===== config.mk =====
export PLATFORM = sky130hd
export DESIGN_NAME = pwq_ctrl
export DESIGN_NICKNAME = d
export VERILOG_FILES = /design/src/rtl/pwq_pkg.sv /design/src/rtl/pwq_policy.sv /design/src/rtl/pwq_fifo.sv /design/src/rtl/pwq_drain.sv /design/src/rtl/pwq_ctrl.sv
export SDC_FILE = /design/constraint.sdc
export NUM_CORES = 1
export LEC_CHECK = 0
export BUFFER_PORTS_ARGS = -buffer_cell sky130_fd_sc_hd__buf_2
export CAP_MARGIN = 10
export CORE_MARGIN = 4
export CORE_UTILIZATION = 40
export DETAILED_ROUTE_END_ITERATION = 12
export PLACE_DENSITY = 0.65
export SETUP_SLACK_MARGIN = 0.4
export SYNTH_ARGS = -nofsm -noshare
export SYNTH_HDL_FRONTEND = slang
export SYNTH_SLANG_ARGS = --single-unit

===== constraint.sdc =====
create_clock -name clk -period 12.3 [get_ports clk]
set_input_delay 2.46 -clock clk [delete_from_list [all_inputs] [get_ports clk]]
set_output_delay 2.46 -clock clk [all_outputs]
set_load 0.01 [all_outputs]

===== src/rtl/pwq_pkg.sv =====
package pwq_pkg;

    // Drain-side states: nothing to send, request raised, access in flight
    typedef enum logic [1:0] {
        DR_IDLE  = 2'd0,
        DR_ISSUE = 2'd1,
        DR_WAIT  = 2'd2
    } drain_st_e;

    // Host-side states: port open, or held for a non-posted completion
    typedef enum logic {
        HS_OPEN = 1'b0,
        HS_HOLD = 1'b1
    } host_st_e;

endpackage


===== src/rtl/pwq_policy.sv =====
module pwq_policy #(
    parameter int unsigned TAG_W   = 2,
    parameter int unsigned CMD_TAG = 1,
    parameter int unsigned ADR_TAG = 2,
    localparam int unsigned NREG   = 2 ** TAG_W
) (
    input  logic [TAG_W-1:0] tag,
    input  logic [NREG-1:0]  region_posted,
    input  logic             force_post,
    output logic             posted
);

    logic nand_region;

    always_comb begin
        nand_region = (tag == TAG_W'(CMD_TAG)) || (tag == TAG_W'(ADR_TAG));
        posted      = region_posted[tag] || (force_post && nand_region);
    end

endmodule


===== src/rtl/pwq_fifo.sv =====
module pwq_fifo #(
    parameter int unsigned WIDTH = 8,
    parameter int unsigned DEPTH = 8,
    localparam int unsigned PTR_W = $clog2(DEPTH),
    localparam int unsigned CNT_W = $clog2(DEPTH + 1)
) (
    input  logic             clk,
    input  logic             rst_n,
    input  logic             push,
    input  logic [WIDTH-1:0] din,
    input  logic             pop,
    output logic [WIDTH-1:0] dout,
    output logic [CNT_W-1:0] count,
    output logic             full,
    output logic             empty
);

    logic [WIDTH-1:0] mem [DEPTH];
    logic [PTR_W-1:0] wr_ptr, rd_ptr;

    function automatic logic [PTR_W-1:0] step(input logic [PTR_W-1:0] p);
        return (p == PTR_W'(DEPTH - 1)) ? '0 : p + 1'b1;
    endfunction

    always_ff @(posedge clk) begin
        if (push) begin
            mem[wr_ptr] <= din;
        end
    end

    always_ff @(posedge clk or negedge rst_n) begin
        if (!rst_n) begin
            wr_ptr <= '0;
            rd_ptr <= '0;
            count  <= '0;
        end else begin
            if (push) wr_ptr <= step(wr_ptr);
            if (pop)  rd_ptr <= step(rd_ptr);
            unique case ({push, pop})
                2'b10:   count <= count + 1'b1;
                2'b01:   count <= count - 1'b1;
                default: count <= count;
            endcase
        end
    end

    always_comb begin
        dout  = mem[rd_ptr];
        full  = (count == CNT_W'(DEPTH));
        empty = (count == '0);
    end

endmodule


===== src/rtl/pwq_drain.sv =====
module pwq_drain
    import pwq_pkg::*;
(
    input  logic clk,
    input  logic rst_n,
    input  logic q_empty,
    input  logic head_posted,
    input  logic ext_ready,
    input  logic ext_done,
    output logic ext_req,
    output logic pop,
    output logic np_done,
    output logic idle
);

    drain_st_e state, state_nx;
    logic      infl_posted;

    // State register and in-flight policy capture
    always_ff @(posedge clk or negedge rst_n) begin
        if (!rst_n) begin
            state       <= DR_IDLE;
            infl_posted <= 1'b0;
        end else begin
            state <= state_nx;
            if (pop) infl_posted <= head_posted;
        end
    end

    // Transitions
    always_comb begin
        state_nx = state;
        unique case (state)
            DR_IDLE:  if (!q_empty)  state_nx = DR_ISSUE;
            DR_ISSUE: if (ext_ready) state_nx = DR_WAIT;
            DR_WAIT:  if (ext_done)  state_nx = q_empty ? DR_IDLE : DR_ISSUE;
            default:                 state_nx = DR_IDLE;
        endcase
    end

    // Outputs
    always_comb begin
        ext_req = (state == DR_ISSUE);
        pop     = ext_req && ext_ready;
        np_done = (state == DR_WAIT) && ext_done && !infl_posted;
        idle    = (state == DR_IDLE);
    end

endmodule


===== src/rtl/pwq_ctrl.sv =====
module pwq_ctrl
    import pwq_pkg::*;
#(
    parameter int unsigned ADDR_W  = 8,
    parameter int unsigned DATA_W  = 32,
    parameter int unsigned TAG_W   = 2,
    parameter int unsigned DEPTH   = 8,
    parameter int unsigned CMD_TAG = 1,
    parameter int unsigned ADR_TAG = 2,
    localparam int unsigned BE_W   = DATA_W / 8,
    localparam int unsigned NREG   = 2 ** TAG_W
) (
    input  logic              clk,
    input  logic              rst_n,
    input  logic              cfg_force_post,
    input  logic [NREG-1:0]   cfg_region_posted,
    input  logic              wr_valid,
    output logic              wr_ready,
    input  logic [ADDR_W-1:0] wr_addr,
    input  logic [DATA_W-1:0] wr_data,
    input  logic [BE_W-1:0]   wr_be,
    input  logic [TAG_W-1:0]  wr_tag,
    output logic              wr_ack,
    output logic              ext_req,
    input  logic              ext_ready,
    output logic [ADDR_W-1:0] ext_addr,
    output logic [DATA_W-1:0] ext_data,
    output logic [BE_W-1:0]   ext_be,
    output logic [TAG_W-1:0]  ext_tag,
    input  logic              ext_done,
    output logic              buf_empty
);

    localparam int unsigned ENT_W = ADDR_W + DATA_W + BE_W + TAG_W + 1;
    localparam int unsigned CNT_W = $clog2(DEPTH + 1);

    logic              accept, posted_sel, q_full, q_empty;
    logic              pop, np_done, drain_idle, head_posted;
    logic [CNT_W-1:0]  q_count;
    logic [ENT_W-1:0]  q_din, q_dout;
    host_st_e          host_st, host_nx;
    logic              ack_q;

    pwq_policy #(
        .TAG_W   (TAG_W),
        .CMD_TAG (CMD_TAG),
        .ADR_TAG (ADR_TAG)
    ) u_policy (
        .tag           (wr_tag),
        .region_posted (cfg_region_posted),
        .force_post    (cfg_force_post),
        .posted        (posted_sel)
    );

    assign q_din = {posted_sel, wr_tag, wr_be, wr_data, wr_addr};

    pwq_fifo #(
        .WIDTH (ENT_W),
        .DEPTH (DEPTH)
    ) u_fifo (
        .clk   (clk),
        .rst_n (rst_n),
        .push  (accept),
        .din   (q_din),
        .pop   (pop),
        .dout  (q_dout),
        .count (q_count),
        .full  (q_full),
        .empty (q_empty)
    );

    pwq_drain u_drain (
        .clk         (clk),
        .rst_n       (rst_n),
        .q_empty     (q_empty),
        .head_posted (head_posted),
        .ext_ready   (ext_ready),
        .ext_done    (ext_done),
        .ext_req     (ext_req),
        .pop         (pop),
        .np_done     (np_done),
        .idle        (drain_idle)
    );

    // Host state register and acknowledge register
    always_ff @(posedge clk or negedge rst_n) begin
        if (!rst_n) begin
            host_st <= HS_OPEN;
            ack_q   <= 1'b0;
        end else begin
            host_st <= host_nx;
            ack_q   <= (accept && posted_sel) || np_done;
        end
    end

    // Host transitions
    always_comb begin
        host_nx = host_st;
        unique case (host_st)
            HS_OPEN: if (accept && !posted_sel) host_nx = HS_HOLD;
            HS_HOLD: if (np_done)               host_nx = HS_OPEN;
            default:                            host_nx = HS_OPEN;
        endcase
    end

    // Outputs
    always_comb begin
        wr_ready    = (host_st == HS_OPEN) && !q_full;
        accept      = wr_valid && wr_ready;
        wr_ack      = ack_q;
        ext_addr    = q_dout[0 +: ADDR_W];
        ext_data    = q_dout[ADDR_W +: DATA_W];
        ext_be      = q_dout[ADDR_W + DATA_W +: BE_W];
        ext_tag     = q_dout[ADDR_W + DATA_W + BE_W +: TAG_W];
        head_posted = q_dout[ENT_W-1];
        buf_empty   = q_empty && drain_idle;
    end

endmodule


==> qor.yml <==
p_leak_nw: 5.71
dp.cells: 1232
route.met3.wl_mm: 1.37
p_per_area_nw_per_um2: 220
ys.flop_type: "edfxtp_1"
dp.final_hpwl_mm: 15.9
cts_tree: "done"
place.gp.congestion: 0.683
fin_cells: 1301
cp.arrival_ns: 3.61
max-vdd-ir-drop_v: 0.0000979
startpoint: "u_fifo.rd_ptr[0]"
ctsHtreeMaxLevel: 2
setup_violations: 0
antenna_found_initial: 3
cts_resized: 0
routed-wl-met2_mm: 15.0
hold_viol_final: 0
synth.distinct_cells: 32
io_buffers: 105
drc: 0
synth_seq_cells: 391
die_area_sq_um: 40800
cts_made_buffers: 41
max-cap-violations: 0
finalInstanceArea_sq_um: 17400
wl_per_cell_um: 22.5
clk-insertion-delay-late_ns: 0.52
endpoint_kind: "output port"
fin_worst_skew_ns: 0.00967
routed-via-count: 6690
synth-xor-area-share_pct: 0.291
synth_simple_gate_area_share_pct: 1.33
ctsHoldBuffers: 0
grt_usage_pct: 14.4
synthTopCellsByArea: "edfxtp_1, mux4_2, dfrtp_1, mux2_2, mux2_4"
synth_adder_area_share_pct: 0.582
syn_nets: 697
overflow: 0
ys_seq_area_share_pct: 77.6
drt-met1-wl_mm: 12.4
yosysTopAreaCell: "edfxtp_1"
cp_max_fo: 50
synth_edf_count: 376
area_growth_pct: 15.9
cts_setup_buffers: 0
hp-start: "u_fifo.count[3]"
drt_pass1_iterations: 4
finalCritPeriodShare_pct: 49.3
yosysTopAreaCellShare_pct: 75.1
async_flop_share_pct: 3.84
syn-cell-area_sq_um: 15000
synthMuxAreaShare_pct: 18.4
die_width_um: 202
maxUsedRoutingLayer: "met5"
fmax_mhz: 165
clk_pin_slew_ns: 0.06
fin_nets: 834
placed_cell_area_sq_um: 16200
worstHoldPathType: "flop to flop"
core_sq_um: 36900
antenna_cells: 0
finalHoldWorstSlack_ns: 0.489
syn_inst: 634
die_h_um: 202
path_class: "flop to output port"
grt_pass1_vias: 7288
start_util_pct: 40.8
drive_gt1_share_pct: 41.2
avgSynthCellArea_sq_um: 23.7
cts_root_buffer: "clkbuf_16"
worstPathRequired_ns: 9.84
synth_compound_area_share_pct: 0.599
period_needed_ns: 6.07
ios: 106
tns_ns: 0
worst_pin_slew_ns: 1.01
routed_via_density: 5.14
drt_iter0_markers: 318
routed_wl_mm: 29.3
grt_pass1_wl_mm: 45.1
relSlewSlack_pct: 32.6
grt_max_degree: 61
reg2reg_setup_slack_ns: 9.46
rsz0062_at_grt: "false"
clock_sinks: 391
start_kind: "flop"
cts_max_path_buffers: 3
rr_startpoint: "u_fifo.count[0]"
synth_warnings: 0
rows: 70
drt.antenna.violating_nets: 0
status: "complete, no violations"
drv_slew: 0
synth_top_family_by_area: "multiplexers"
## cell usage in the layout (no fill, tap or decap), types with 8 or more instances in the layout
cell type    n
buf_2      105
buf_4       15
clkbuf_16   42
clkinv_1     8
dfrtp_1     12
edfxtp_1   376
mux2_2      30
mux2_4      20
mux4_2      93
nand2_1     10
## cells by family (layout without fill, tap and decap cells)
logic type | Yosys count | after routing
buffers and inverters | 29 | 192
DFF | 391 | 391
muxes | 147 | 147
xor gates and xnor gates | 5 | 5
adders and majority gates | 7 | 7
AOI/OAI and AO/OA | 15 | 15
and+or+nand+nor | 40 | 40
## layout make-up
| class | instances | area, sq um |
|---|---|---|
| Clock inverter | 20 | 159 |
| Tap cell | 504 | 631 |
| Timing Repair Buffer | 120 | 638 |
| Clock buffer | 49 | 1080 |
| Multi-Input combinational cell | 214 | 3240 |
| Sequential cell | 391 | 11700 |
| Inverter | 3 | 11.3 |
| Fill cell | 3042 | 19400 |
## synth_stat cells (4+ instances only)
library cell,number
a21oi_1,5
buf_2,12
clkbuf_1,6
dfrtp_1,15
edfxtp_1,376
ha_1,7
mux2_2,30
mux2_4,20
mux2i_1,4
mux4_2,93
nand2_1,10
nand2b_1,5
nor2_1,8
nor3_1,8
o21ai_0,5
xor2_1,4
## registers in the layout (all words and copies together), names as in the netlist
| name | count |
|---|---|
| host_st | 1 |
| u_fifo.rd_ptr | 3 |
| u_fifo.wr_ptr | 3 |
| u_drain.state | 2 |
| u_fifo.count | 4 |
| u_fifo.mem | 376 |
| u_drain.infl_posted | 1 |
| wr_ack | 1 |
## per-stage QoR
| stage | setup WS (ns) | power (mW) | utilization, % |
|---|---|---|---|
| finish | 6.23 | 3.84 | 47.3 |
| global route | 5.86 | 4.04 | 47.3 |
| CTS | 6.04 | 3.92 | 47.3 |
| detailed placement | 6.61 | 2.77 | 43.9 |
| global placement | 6.63 | 2.75 | 43.9 |
| floorplan | 4.56 | 2.45 | - |
## final timing paths
path	end	cells past startpoint
max	ext_data[16]	4
min	u_fifo.count[3]	1
max reg2reg	u_fifo.mem[3][31]	5
min reg2reg	u_fifo.count[3]	1
max in group asynchronous	u_fifo.rd_ptr[1]	1
min in group asynchronous	wr_ack	1
## worst max-delay path: stages, from the launching register on
cell and delay, ns:
dfrtp_4 1.09, buf_4 0.94, mux4_2 0.61, mux2_2 0.29, buf_2 0.14
## report_power, final
| part | total, mW | internal [mW] | switching, mW |
|---|---|---|---|
| clock | 1.14 | 0.664 | 0.474 |
| combinational | 0.956 | 0.529 | 0.428 |
| sequential | 1.75 | 1.60 | 0.151 |
| total | 3.84 | 2.79 | 1.05 |
## layer usage
layer | GRT usage [%] | vias up
met4 | 3.25 | 6
met5 | 0 | -
met3 | 3.42 | 53
met2 | 24.5 | 117
met1 | 19.0 | 3565
li1 | - | 2949
No activity file was read; power rests on OpenSTA's default activity.
